$ cat config.mk
export PLATFORM = sky130hd
export DESIGN_NAME = clkctl_top
export DESIGN_NICKNAME = d
export VERILOG_FILES = /design/src/rtl/clkctl_pkg.sv /design/src/rtl/clkctl_mn_check.sv /design/src/rtl/clkctl_guard.sv /design/src/rtl/clkctl_sticky.sv /design/src/rtl/clkctl_top.sv
export SDC_FILE = /design/constraint.sdc
export NUM_CORES = 1
export LEC_CHECK = 0
export CAP_MARGIN = 20
export CORE_MARGIN = 2
export CORE_UTILIZATION = 45
export CTS_BUF_LIST = sky130_fd_sc_hd__clkbuf_8
export DETAILED_ROUTE_END_ITERATION = 10
export GPL_ROUTABILITY_DRIVEN = 1
export PLACE_DENSITY_LB_ADDON = 0.05
export SETUP_SLACK_MARGIN = 0.4
export SYNTH_ARGS = -nofsm -noshare
export SYNTH_HDL_FRONTEND = slang
export SYNTH_SLANG_ARGS = --single-unit
$ cat constraint.sdc
create_clock -name clk -period 3.5 [get_ports clk]
set_clock_uncertainty 0.2 [all_clocks]
set_input_delay 0.7 -clock clk [delete_from_list [all_inputs] [get_ports clk]]
set_output_delay 0.7 -clock clk [all_outputs]
set_load 0.02 [all_outputs]
$ cat src/rtl/clkctl_pkg.sv
package clkctl_pkg;

    localparam int DATA_W   = 32;
    localparam int ADDR_W   = 2;
    localparam int M_W      = 6;
    localparam int N_W      = 9;
    localparam int P_W      = 2;
    localparam int ODIV_W   = P_W + 2;
    localparam int ERR_N    = 6;

    localparam logic [ADDR_W-1:0] A_ENABLE = 2'd0;
    localparam logic [ADDR_W-1:0] A_PLLCFG = 2'd1;
    localparam logic [ADDR_W-1:0] A_SELECT = 2'd2;
    localparam logic [ADDR_W-1:0] A_STATUS = 2'd3;

    localparam int EN_INT = 0;
    localparam int EN_EXT = 1;
    localparam int EN_PLL = 2;

    localparam int F_M_LO = 0;
    localparam int F_N_LO = 8;
    localparam int F_P_LO = 20;
    localparam int F_SRC  = 24;

    localparam int E_PLL_OFF = 0;
    localparam int E_EXT_OFF = 1;
    localparam int E_INT_OFF = 2;
    localparam int E_RECFG   = 3;
    localparam int E_BAD_MN  = 4;
    localparam int E_BAD_SEL = 5;

    typedef enum logic [1:0] {
        SRC_INT = 2'd0,
        SRC_EXT = 2'd1,
        SRC_PLL = 2'd2,
        SRC_BAD = 2'd3
    } sysclk_e;

    typedef struct packed {
        logic           src;
        logic [P_W-1:0] p;
        logic [N_W-1:0] n;
        logic [M_W-1:0] m;
    } pll_cfg_t;

    localparam pll_cfg_t CFG_RESET = '{src: 1'b0, p: '0, n: N_W'(192), m: M_W'(16)};

    function automatic pll_cfg_t cfg_unpack(input logic [DATA_W-1:0] d);
        pll_cfg_t c;
        c.m   = d[F_M_LO +: M_W];
        c.n   = d[F_N_LO +: N_W];
        c.p   = d[F_P_LO +: P_W];
        c.src = d[F_SRC];
        return c;
    endfunction

    function automatic logic [DATA_W-1:0] cfg_pack(input pll_cfg_t c);
        logic [DATA_W-1:0] d;
        d = '0;
        d[F_M_LO +: M_W] = c.m;
        d[F_N_LO +: N_W] = c.n;
        d[F_P_LO +: P_W] = c.p;
        d[F_SRC]         = c.src;
        return d;
    endfunction

    function automatic logic [ODIV_W-1:0] out_ratio(input logic [P_W-1:0] p);
        return ODIV_W'(2) + (ODIV_W'(p) << 1);
    endfunction

endpackage

$ cat src/rtl/clkctl_mn_check.sv
module clkctl_mn_check
    import clkctl_pkg::*;
#(
    parameter int N_MIN = 64,
    parameter int N_MAX = 432,
    parameter int M_MIN = 2
) (
    input  pll_cfg_t cfg,
    output logic     ok
);
    always_comb begin
        ok = (int'(cfg.n) >= N_MIN) && (int'(cfg.n) <= N_MAX) && (int'(cfg.m) >= M_MIN);
    end
endmodule

$ cat src/rtl/clkctl_guard.sv
module clkctl_guard
    import clkctl_pkg::*;
(
    input  logic                wr_en,
    input  logic                init_wr,
    input  logic [ADDR_W-1:0]   wr_addr,
    input  logic [DATA_W-1:0]   wr_data,
    input  logic                int_on,
    input  logic                ext_on,
    input  logic                pll_on,
    input  sysclk_e             sel,
    input  pll_cfg_t            cur_cfg,
    input  logic                new_mn_ok,
    output logic [ERR_N-1:0]    events
);
    logic     w_en, w_cfg, w_sel;
    pll_cfg_t new_cfg;
    logic     pll_feeds_from_ext, pll_feeds_from_int;

    always_comb begin
        w_en    = wr_en && (wr_addr == A_ENABLE);
        w_cfg   = wr_en && (wr_addr == A_PLLCFG);
        w_sel   = wr_en && (wr_addr == A_SELECT);
        new_cfg = cfg_unpack(wr_data);

        pll_feeds_from_ext = (sel == SRC_PLL) && cur_cfg.src;
        pll_feeds_from_int = (sel == SRC_PLL) && !cur_cfg.src;

        events = '0;
        events[E_PLL_OFF] = w_en && pll_on && !wr_data[EN_PLL] && (sel == SRC_PLL);
        events[E_EXT_OFF] = w_en && ext_on && !wr_data[EN_EXT] &&
                            ((sel == SRC_EXT) || pll_feeds_from_ext);
        events[E_INT_OFF] = w_en && int_on && !wr_data[EN_INT] &&
                            ((sel == SRC_INT) || pll_feeds_from_int);
        events[E_RECFG]   = w_cfg && !init_wr && pll_on && (new_cfg != cur_cfg);
        events[E_BAD_MN]  = w_cfg && !new_mn_ok;
        events[E_BAD_SEL] = w_sel && (wr_data[1:0] == 2'd3);
    end
endmodule

$ cat src/rtl/clkctl_sticky.sv
module clkctl_sticky #(
    parameter int WIDTH = 6
) (
    input  logic             clk,
    input  logic             rst,
    input  logic [WIDTH-1:0] set_vec,
    input  logic [WIDTH-1:0] clr_vec,
    output logic [WIDTH-1:0] flags
);
    for (genvar i = 0; i < WIDTH; i++) begin : g_bit
        always_ff @(posedge clk) begin
            if (rst)
                flags[i] <= 1'b0;
            else if (set_vec[i])
                flags[i] <= 1'b1;
            else if (clr_vec[i])
                flags[i] <= 1'b0;
        end
    end
endmodule

$ cat src/rtl/clkctl_top.sv
module clkctl_top
    import clkctl_pkg::*;
#(
    parameter int N_MIN = 64,
    parameter int N_MAX = 432,
    parameter int M_MIN = 2
) (
    input  logic                clk,
    input  logic                rst,
    input  logic                wr_en,
    input  logic                init_wr,
    input  logic [ADDR_W-1:0]   wr_addr,
    input  logic [DATA_W-1:0]   wr_data,
    input  logic [ADDR_W-1:0]   rd_addr,
    output logic [DATA_W-1:0]   rd_data,
    output logic                int_osc_en,
    output logic                ext_osc_en,
    output logic                pll_en,
    output logic [1:0]          sysclk_sel,
    output logic                pll_src,
    output logic [N_W-1:0]      vco_mul,
    output logic [M_W-1:0]      vco_div,
    output logic [ODIV_W-1:0]   pll_out_div,
    output logic [ERR_N-1:0]    err_flags
);
    logic               int_q, ext_q, pll_q;
    sysclk_e            sel_q;
    pll_cfg_t           cfg_q;
    logic [N_W-1:0]     eff_n_q;
    logic [M_W-1:0]     eff_m_q;
    pll_cfg_t           wr_cfg;
    logic               wr_mn_ok;
    logic [ERR_N-1:0]   ev;
    logic [ERR_N-1:0]   clr;

    assign wr_cfg = cfg_unpack(wr_data);

    clkctl_mn_check #(.N_MIN(N_MIN), .N_MAX(N_MAX), .M_MIN(M_MIN)) u_mn (
        .cfg (wr_cfg),
        .ok  (wr_mn_ok)
    );

    clkctl_guard u_guard (
        .wr_en     (wr_en),
        .init_wr   (init_wr),
        .wr_addr   (wr_addr),
        .wr_data   (wr_data),
        .int_on    (int_q),
        .ext_on    (ext_q),
        .pll_on    (pll_q),
        .sel       (sel_q),
        .cur_cfg   (cfg_q),
        .new_mn_ok (wr_mn_ok),
        .events    (ev)
    );

    assign clr = (wr_en && (wr_addr == A_STATUS)) ? wr_data[ERR_N-1:0] : '0;

    clkctl_sticky #(.WIDTH(ERR_N)) u_flags (
        .clk     (clk),
        .rst     (rst),
        .set_vec (ev),
        .clr_vec (clr),
        .flags   (err_flags)
    );

    always_ff @(posedge clk) begin
        if (rst) begin
            int_q   <= 1'b1;
            ext_q   <= 1'b0;
            pll_q   <= 1'b0;
            sel_q   <= SRC_INT;
            cfg_q   <= CFG_RESET;
            eff_n_q <= CFG_RESET.n;
            eff_m_q <= CFG_RESET.m;
        end else if (wr_en) begin
            case (wr_addr)
                A_ENABLE: begin
                    int_q <= wr_data[EN_INT];
                    ext_q <= wr_data[EN_EXT];
                    pll_q <= wr_data[EN_PLL];
                end
                A_PLLCFG: begin
                    cfg_q <= wr_cfg;
                    if (wr_mn_ok) begin
                        eff_n_q <= wr_cfg.n;
                        eff_m_q <= wr_cfg.m;
                    end
                end
                A_SELECT: begin
                    if (wr_data[1:0] != 2'd3)
                        sel_q <= sysclk_e'(wr_data[1:0]);
                end
                default: ;
            endcase
        end
    end

    always_comb begin
        rd_data = '0;
        case (rd_addr)
            A_ENABLE: begin
                rd_data[EN_INT] = int_q;
                rd_data[EN_EXT] = ext_q;
                rd_data[EN_PLL] = pll_q;
            end
            A_PLLCFG: rd_data = cfg_pack(cfg_q);
            A_SELECT: rd_data[1:0] = sel_q;
            default:  rd_data[ERR_N-1:0] = err_flags;
        endcase
    end

    assign int_osc_en  = int_q;
    assign ext_osc_en  = ext_q;
    assign pll_en      = pll_q;
    assign sysclk_sel  = sel_q;
    assign pll_src     = cfg_q.src;
    assign vco_mul     = eff_n_q;
    assign vco_div     = eff_m_q;
    assign pll_out_div = out_ratio(cfg_q.p);

endmodule

==> impl_results.html <==
<table>
<tr><th>Metric</th><th>Value</th></tr>
<tr><th colspan="2">Outcome</th></tr>
<tr><td>Outcome</td><td>finished clean</td></tr>
<tr><th colspan="2">Detailed routing</th></tr>
<tr><td>Total Wirelength</td><td>5680 µm</td></tr>
<tr><td>Met2 WL post-DR</td><td>2540 µm</td></tr>
<tr><td>Vias</td><td>2,064</td></tr>
<tr><td>Final routed wire length divided by cell count</td><td>13.4 µm</td></tr>
<tr><td>M1 wire length</td><td>2700 µm</td></tr>
<tr><td>Total DRC errors in the routed layout</td><td>0</td></tr>
<tr><td>Detailed route wirelength on metal3</td><td>329 µm</td></tr>
<tr><td>Top layer used by detailed routing</td><td>met4</td></tr>
<tr><td>Number of antenna-violating nets in the routed design</td><td>0</td></tr>
<tr><td>Via/cell ratio</td><td>4.87</td></tr>
<tr><td>DR pass1 iterations</td><td>4</td></tr>
<tr><td>Number of DRC violations after detailed-routing iteration 0</td><td>108</td></tr>
<tr><th colspan="2">Floorplan</th></tr>
<tr><td>Die width</td><td>75.6 µm</td></tr>
<tr><td>Initial Utilization</td><td>0.458</td></tr>
<tr><td>Height of the chip</td><td>75.6 µm</td></tr>
<tr><td>Boundary Pins</td><td>103</td></tr>
<tr><td>Die area</td><td>5720 µm²</td></tr>
<tr><td>Area of the core</td><td>5040 µm²</td></tr>
<tr><td>Count of standard-cell rows</td><td>26</td></tr>
<tr><th colspan="2">Global routing</th></tr>
<tr><td>Global-route wire length before repair</td><td>9090 µm</td></tr>
<tr><td>Largest net degree at the start of global routing</td><td>29</td></tr>
<tr><td>Antenna violations before repair</td><td>0</td></tr>
<tr><td>Aggregate global routing overflow</td><td>0</td></tr>
<tr><td>Via count of the first global-routing pass</td><td>~1,900</td></tr>
<tr><td>Global-route usage over all layers</td><td>0.210</td></tr>
<tr><th colspan="2">STA</th></tr>
<tr><td>Timing-limited maximum frequency</td><td>331 MHz</td></tr>
<tr><td>RSZ-0062 raised after global routing</td><td>false</td></tr>
<tr><td>Slew of the pin with the lowest slew margin</td><td>822 ps</td></tr>
<tr><td>Crit path setup slack, layout</td><td>477 ps</td></tr>
<tr><td>Period Utilization, post-route</td><td>0.864</td></tr>
<tr><td>Final hold viol count</td><td>0</td></tr>
<tr><td>Worst hold margin</td><td>between 200 and 300 ps</td></tr>
<tr><td>Headroom to the max-slew limit</td><td>0.450</td></tr>
<tr><td>Final max-slew violation count</td><td>0</td></tr>
<tr><td>Setup TNS</td><td>0 ps</td></tr>
<tr><td>Setup violations, final</td><td>0</td></tr>
<tr><td>Final critical-path required period</td><td>3020 ps</td></tr>
<tr><th colspan="2">Yosys</th></tr>
<tr><td>Number of enable flip-flop cells after synthesis</td><td>0</td></tr>
<tr><td>Proportion of synthesized chip area in sequential cells</td><td>0.382</td></tr>
<tr><td>#FFs+latches synth</td><td>44</td></tr>
<tr><td>Async set-reset flop share out of synthesis</td><td>0</td></tr>
<tr><td>Most used standard cell by instance count after synthesis</td><td>sky130_fd_sc_hd__nand2_1</td></tr>
<tr><td>Average instance area after synthesis</td><td>8.27 µm²</td></tr>
<tr><td>Number of cells produced by synthesis</td><td>279</td></tr>
<tr><td>Cell type with the largest total area after synthesis</td><td>sky130_fd_sc_hd__dfxtp_1</td></tr>
<tr><td>Post-synth top area share</td><td>0.382</td></tr>
<tr><td>Count of cell types in the netlist</td><td>43</td></tr>
<tr><td>Leading cell types by total area after synthesis</td><td>sky130_fd_sc_hd__dfxtp_1 38%, sky130_fd_sc_hd__nand2_1 12%, sky130_fd_sc_hd__mux2i_1 7.8%</td></tr>
<tr><td>Leading post-synthesis cells by instance count</td><td>74 x sky130_fd_sc_hd__nand2_1, 44 x sky130_fd_sc_hd__dfxtp_1, 22 x sky130_fd_sc_hd__a21oi_1</td></tr>
<tr><td>Synthesized area</td><td>2310 µm²</td></tr>
<tr><td>Dominant synthesized flop cell</td><td>sky130_fd_sc_hd__dfxtp_1</td></tr>
<tr><td>Total of warnings raised by yosys</td><td>0</td></tr>
<tr><th colspan="2">Critical path</th></tr>
<tr><td>Startpoint-to-endpoint class of the critical path</td><td>in2out</td></tr>
<tr><td>Setup crit start kind</td><td>input port</td></tr>
<tr><td>CP Data Required Time</td><td>around 2600 ps</td></tr>
<tr><td>Highest fanout seen on the critical path</td><td>4</td></tr>
<tr><td>Type of destination of the critical path</td><td>output pin</td></tr>
<tr><td>Startpoint of the worst setup timing path</td><td>rd_addr[0]</td></tr>
<tr><td>RR Startpoint</td><td>pll_src</td></tr>
<tr><td>Critical path data arrival time</td><td>roughly 2100 ps</td></tr>
<tr><td>Reg-to-reg setup timing slack</td><td>2090 ps</td></tr>
<tr><th colspan="2">Clocking</th></tr>
<tr><td>CTS Hold Buffers Added</td><td>0</td></tr>
<tr><td>Num Clock Sinks</td><td>44</td></tr>
<tr><td>Htree depth</td><td>2</td></tr>
<tr><td>TritonCTS clock tree</td><td>built</td></tr>
<tr><td>Clock slew at reported path FFs</td><td>70 ps</td></tr>
<tr><td>CTS buffer count</td><td>5</td></tr>
<tr><td>CTS Buffer Depth</td><td>2</td></tr>
<tr><td>Root Buffer</td><td>sky130_fd_sc_hd__clkbuf_8</td></tr>
<tr><td>Clock latency on the worst-skew pair</td><td>290 ps</td></tr>
<tr><th colspan="2">Finish</th></tr>
<tr><td>Net total in the final layout</td><td>394</td></tr>
<tr><td>Fraction of final layout cells sized beyond drive strength 1</td><td>0.0706</td></tr>
<tr><td>Ant diodes</td><td>0</td></tr>
<tr><td>Post-layout instance count excluding filler cells</td><td>around 420</td></tr>
<tr><td>Area overhead of the layout relative to synthesis</td><td>35.9%</td></tr>
<tr><th colspan="2">Power</th></tr>
<tr><td>Peak VDD IR</td><td>about 220 µV</td></tr>
<tr><td>Power density normalized to cell area</td><td>337 nW/µm²</td></tr>
<tr><td>Fraction of power spent switching nets</td><td>0.275</td></tr>
<tr><td>Clk network pwr share</td><td>0.302</td></tr>
<tr><td>Leak Pwr</td><td>1.29 nW</td></tr>
<tr><td>Net switching power of the design</td><td>a little under 300 µW</td></tr>
<tr><td>Cell Int Power</td><td>approximately 770 µW</td></tr>
<tr><td>Portion of total power attributed to sequential cells</td><td>0.503</td></tr>
<tr><td>Share of total power in combinational logic</td><td>0.195</td></tr>
<tr><th colspan="2">Min path</th></tr>
<tr><td>Type of the tightest min-delay check</td><td>reg2reg</td></tr>
<tr><td>Worst hold path startpoint</td><td>vco_mul[2]</td></tr>
<tr><th colspan="2">Placed design</th></tr>
<tr><td>Count of port buffers added during placement</td><td>73</td></tr>
<tr><td>Final GP Congestion</td><td>0.803</td></tr>
<tr><td>Worst slack, placed</td><td>132 ps</td></tr>
<tr><td>Cell total after placement</td><td>416</td></tr>
<tr><td>Half-perimeter wire length of the detailed placement result</td><td>4240 µm</td></tr>
<tr><th colspan="2">Run</th></tr>
<tr><td>Number of maximum-capacitance constraint violations</td><td>0</td></tr>
</table>
kinds of logic (layout without fill, tap and decap cells):
family / Yosys count / after routing / synth area share
AOI/OAI and AO/OA: 34 / 34 / 0.0960
xor gates and xnor gates: 17 / 17 / 0.0645
adders and majority gates: 1 / 1 / 0.00542
other: 1 / 15 / 0.00163
buffers and inverters: 36 / 97 / 0.0916
DFF: 44 / 44 / 0.382
muxes: 21 / 21 / 0.102
and+or+nand+nor: 125 / 125 / 0.257
worst max-delay path, stage by stage:
cell	delay, ps
sky130_fd_sc_hd__clkdlybuf4s50_1	560
sky130_fd_sc_hd__mux4_2	520
sky130_fd_sc_hd__dlygate4sd2_1	340
state kept, by name, indices dropped and copies added (netlist names):
signal	flops
sysclk_sel	2
vco_div	6
pll_en	1
cfg_q	17
u_flags.flags	6
int_osc_en	1
pll_src	1
vco_mul	9
ext_osc_en	1
area by class of cell:
type / instances / area, µm²
flip-flops and latches: 44 / 881
repair buffers: 83 / 787
inverters: 6 / 22.5
multi-input cells: 213 / 1270
clock inverters: 2 / 7.51
well taps: 70 / 87.6
clock buffers: 6 / 82.6
fillers: 459 / 1910
power by group through the flow:
stage                     Sequential, mW  Combinational, mW  Clock (mW)
after floorplan                    0.553              0.119           0
after global placement             0.543              0.210           0
after detailed placement           0.543              0.211           0
after CTS                          0.532              0.208       0.331
after global routing               0.534              0.227       0.345
final                              0.531              0.206       0.319
worst paths after layout:
| kind | to | cells after the start |
|---|---|---|
| setup / recovery | rd_data[0] | 3 |
| hold / removal | vco_mul[2] | 2 |
| setup reg to reg | u_flags.flags[3] | 4 |
| hold reg to reg | vco_mul[2] | 2 |
per-stage QoR:
| step | cell area [µm²] | power (mW) | util |
|---|---|---|---|
| after floorplan | 2360 | 0.672 | - |
| after global routing | 3140 | 1.11 | 0.622 |
| after CTS | 3130 | 1.07 | 0.621 |
| final | 3140 | 1.06 | 0.622 |
| after detailed placement | 3060 | 0.754 | 0.608 |
| after global placement | 3060 | 0.753 | 0.608 |
layer usage:
layer,vias up,GRT usage
li1,1051,-
met1,931,0.296
met2,71,0.319
met3,11,0.0384
met4,0,0.0819
met5,-,0
cells in the final DEF, fill, tap and decap left out, types with 2 or more instances in the layout:
cell type                         synthesis  final
sky130_fd_sc_hd__nand2_1                 74     74
sky130_fd_sc_hd__clkdlybuf4s50_1          0     55
sky130_fd_sc_hd__dfxtp_1                 44     44
sky130_fd_sc_hd__a21oi_1                 22     22
sky130_fd_sc_hd__mux2i_1                 18     18
sky130_fd_sc_hd__dlygate4sd2_1            0     17
sky130_fd_sc_hd__conb_1                   1     15
sky130_fd_sc_hd__xnor2_1                 14     14
sky130_fd_sc_hd__and2_1                  12     12
sky130_fd_sc_hd__nor2_1                  11     11
sky130_fd_sc_hd__buf_4                   15     10
sky130_fd_sc_hd__inv_1                    5      7
sky130_fd_sc_hd__nor2b_1                  6      6
sky130_fd_sc_hd__clkbuf_8                 0      6
sky130_fd_sc_hd__nand4_1                  4      4
sky130_fd_sc_hd__nor3_1                   4      4
sky130_fd_sc_hd__xor2_1                   3      3
sky130_fd_sc_hd__o22ai_1                  3      3
sky130_fd_sc_hd__mux4_2                   2      2
sky130_fd_sc_hd__nand3_1                  2      2
sky130_fd_sc_hd__nor4_1                   2      2
sky130_fd_sc_hd__nand4b_1                 2      2
timing repair:
action / in CTS / in global routing
cloned: 0 / 0
endpoints found under the setup margin: 18 / 1
gates resized for setup: 17 / 1
setup buffers: 0 / 0
Power figures use the tool's default switching activity.
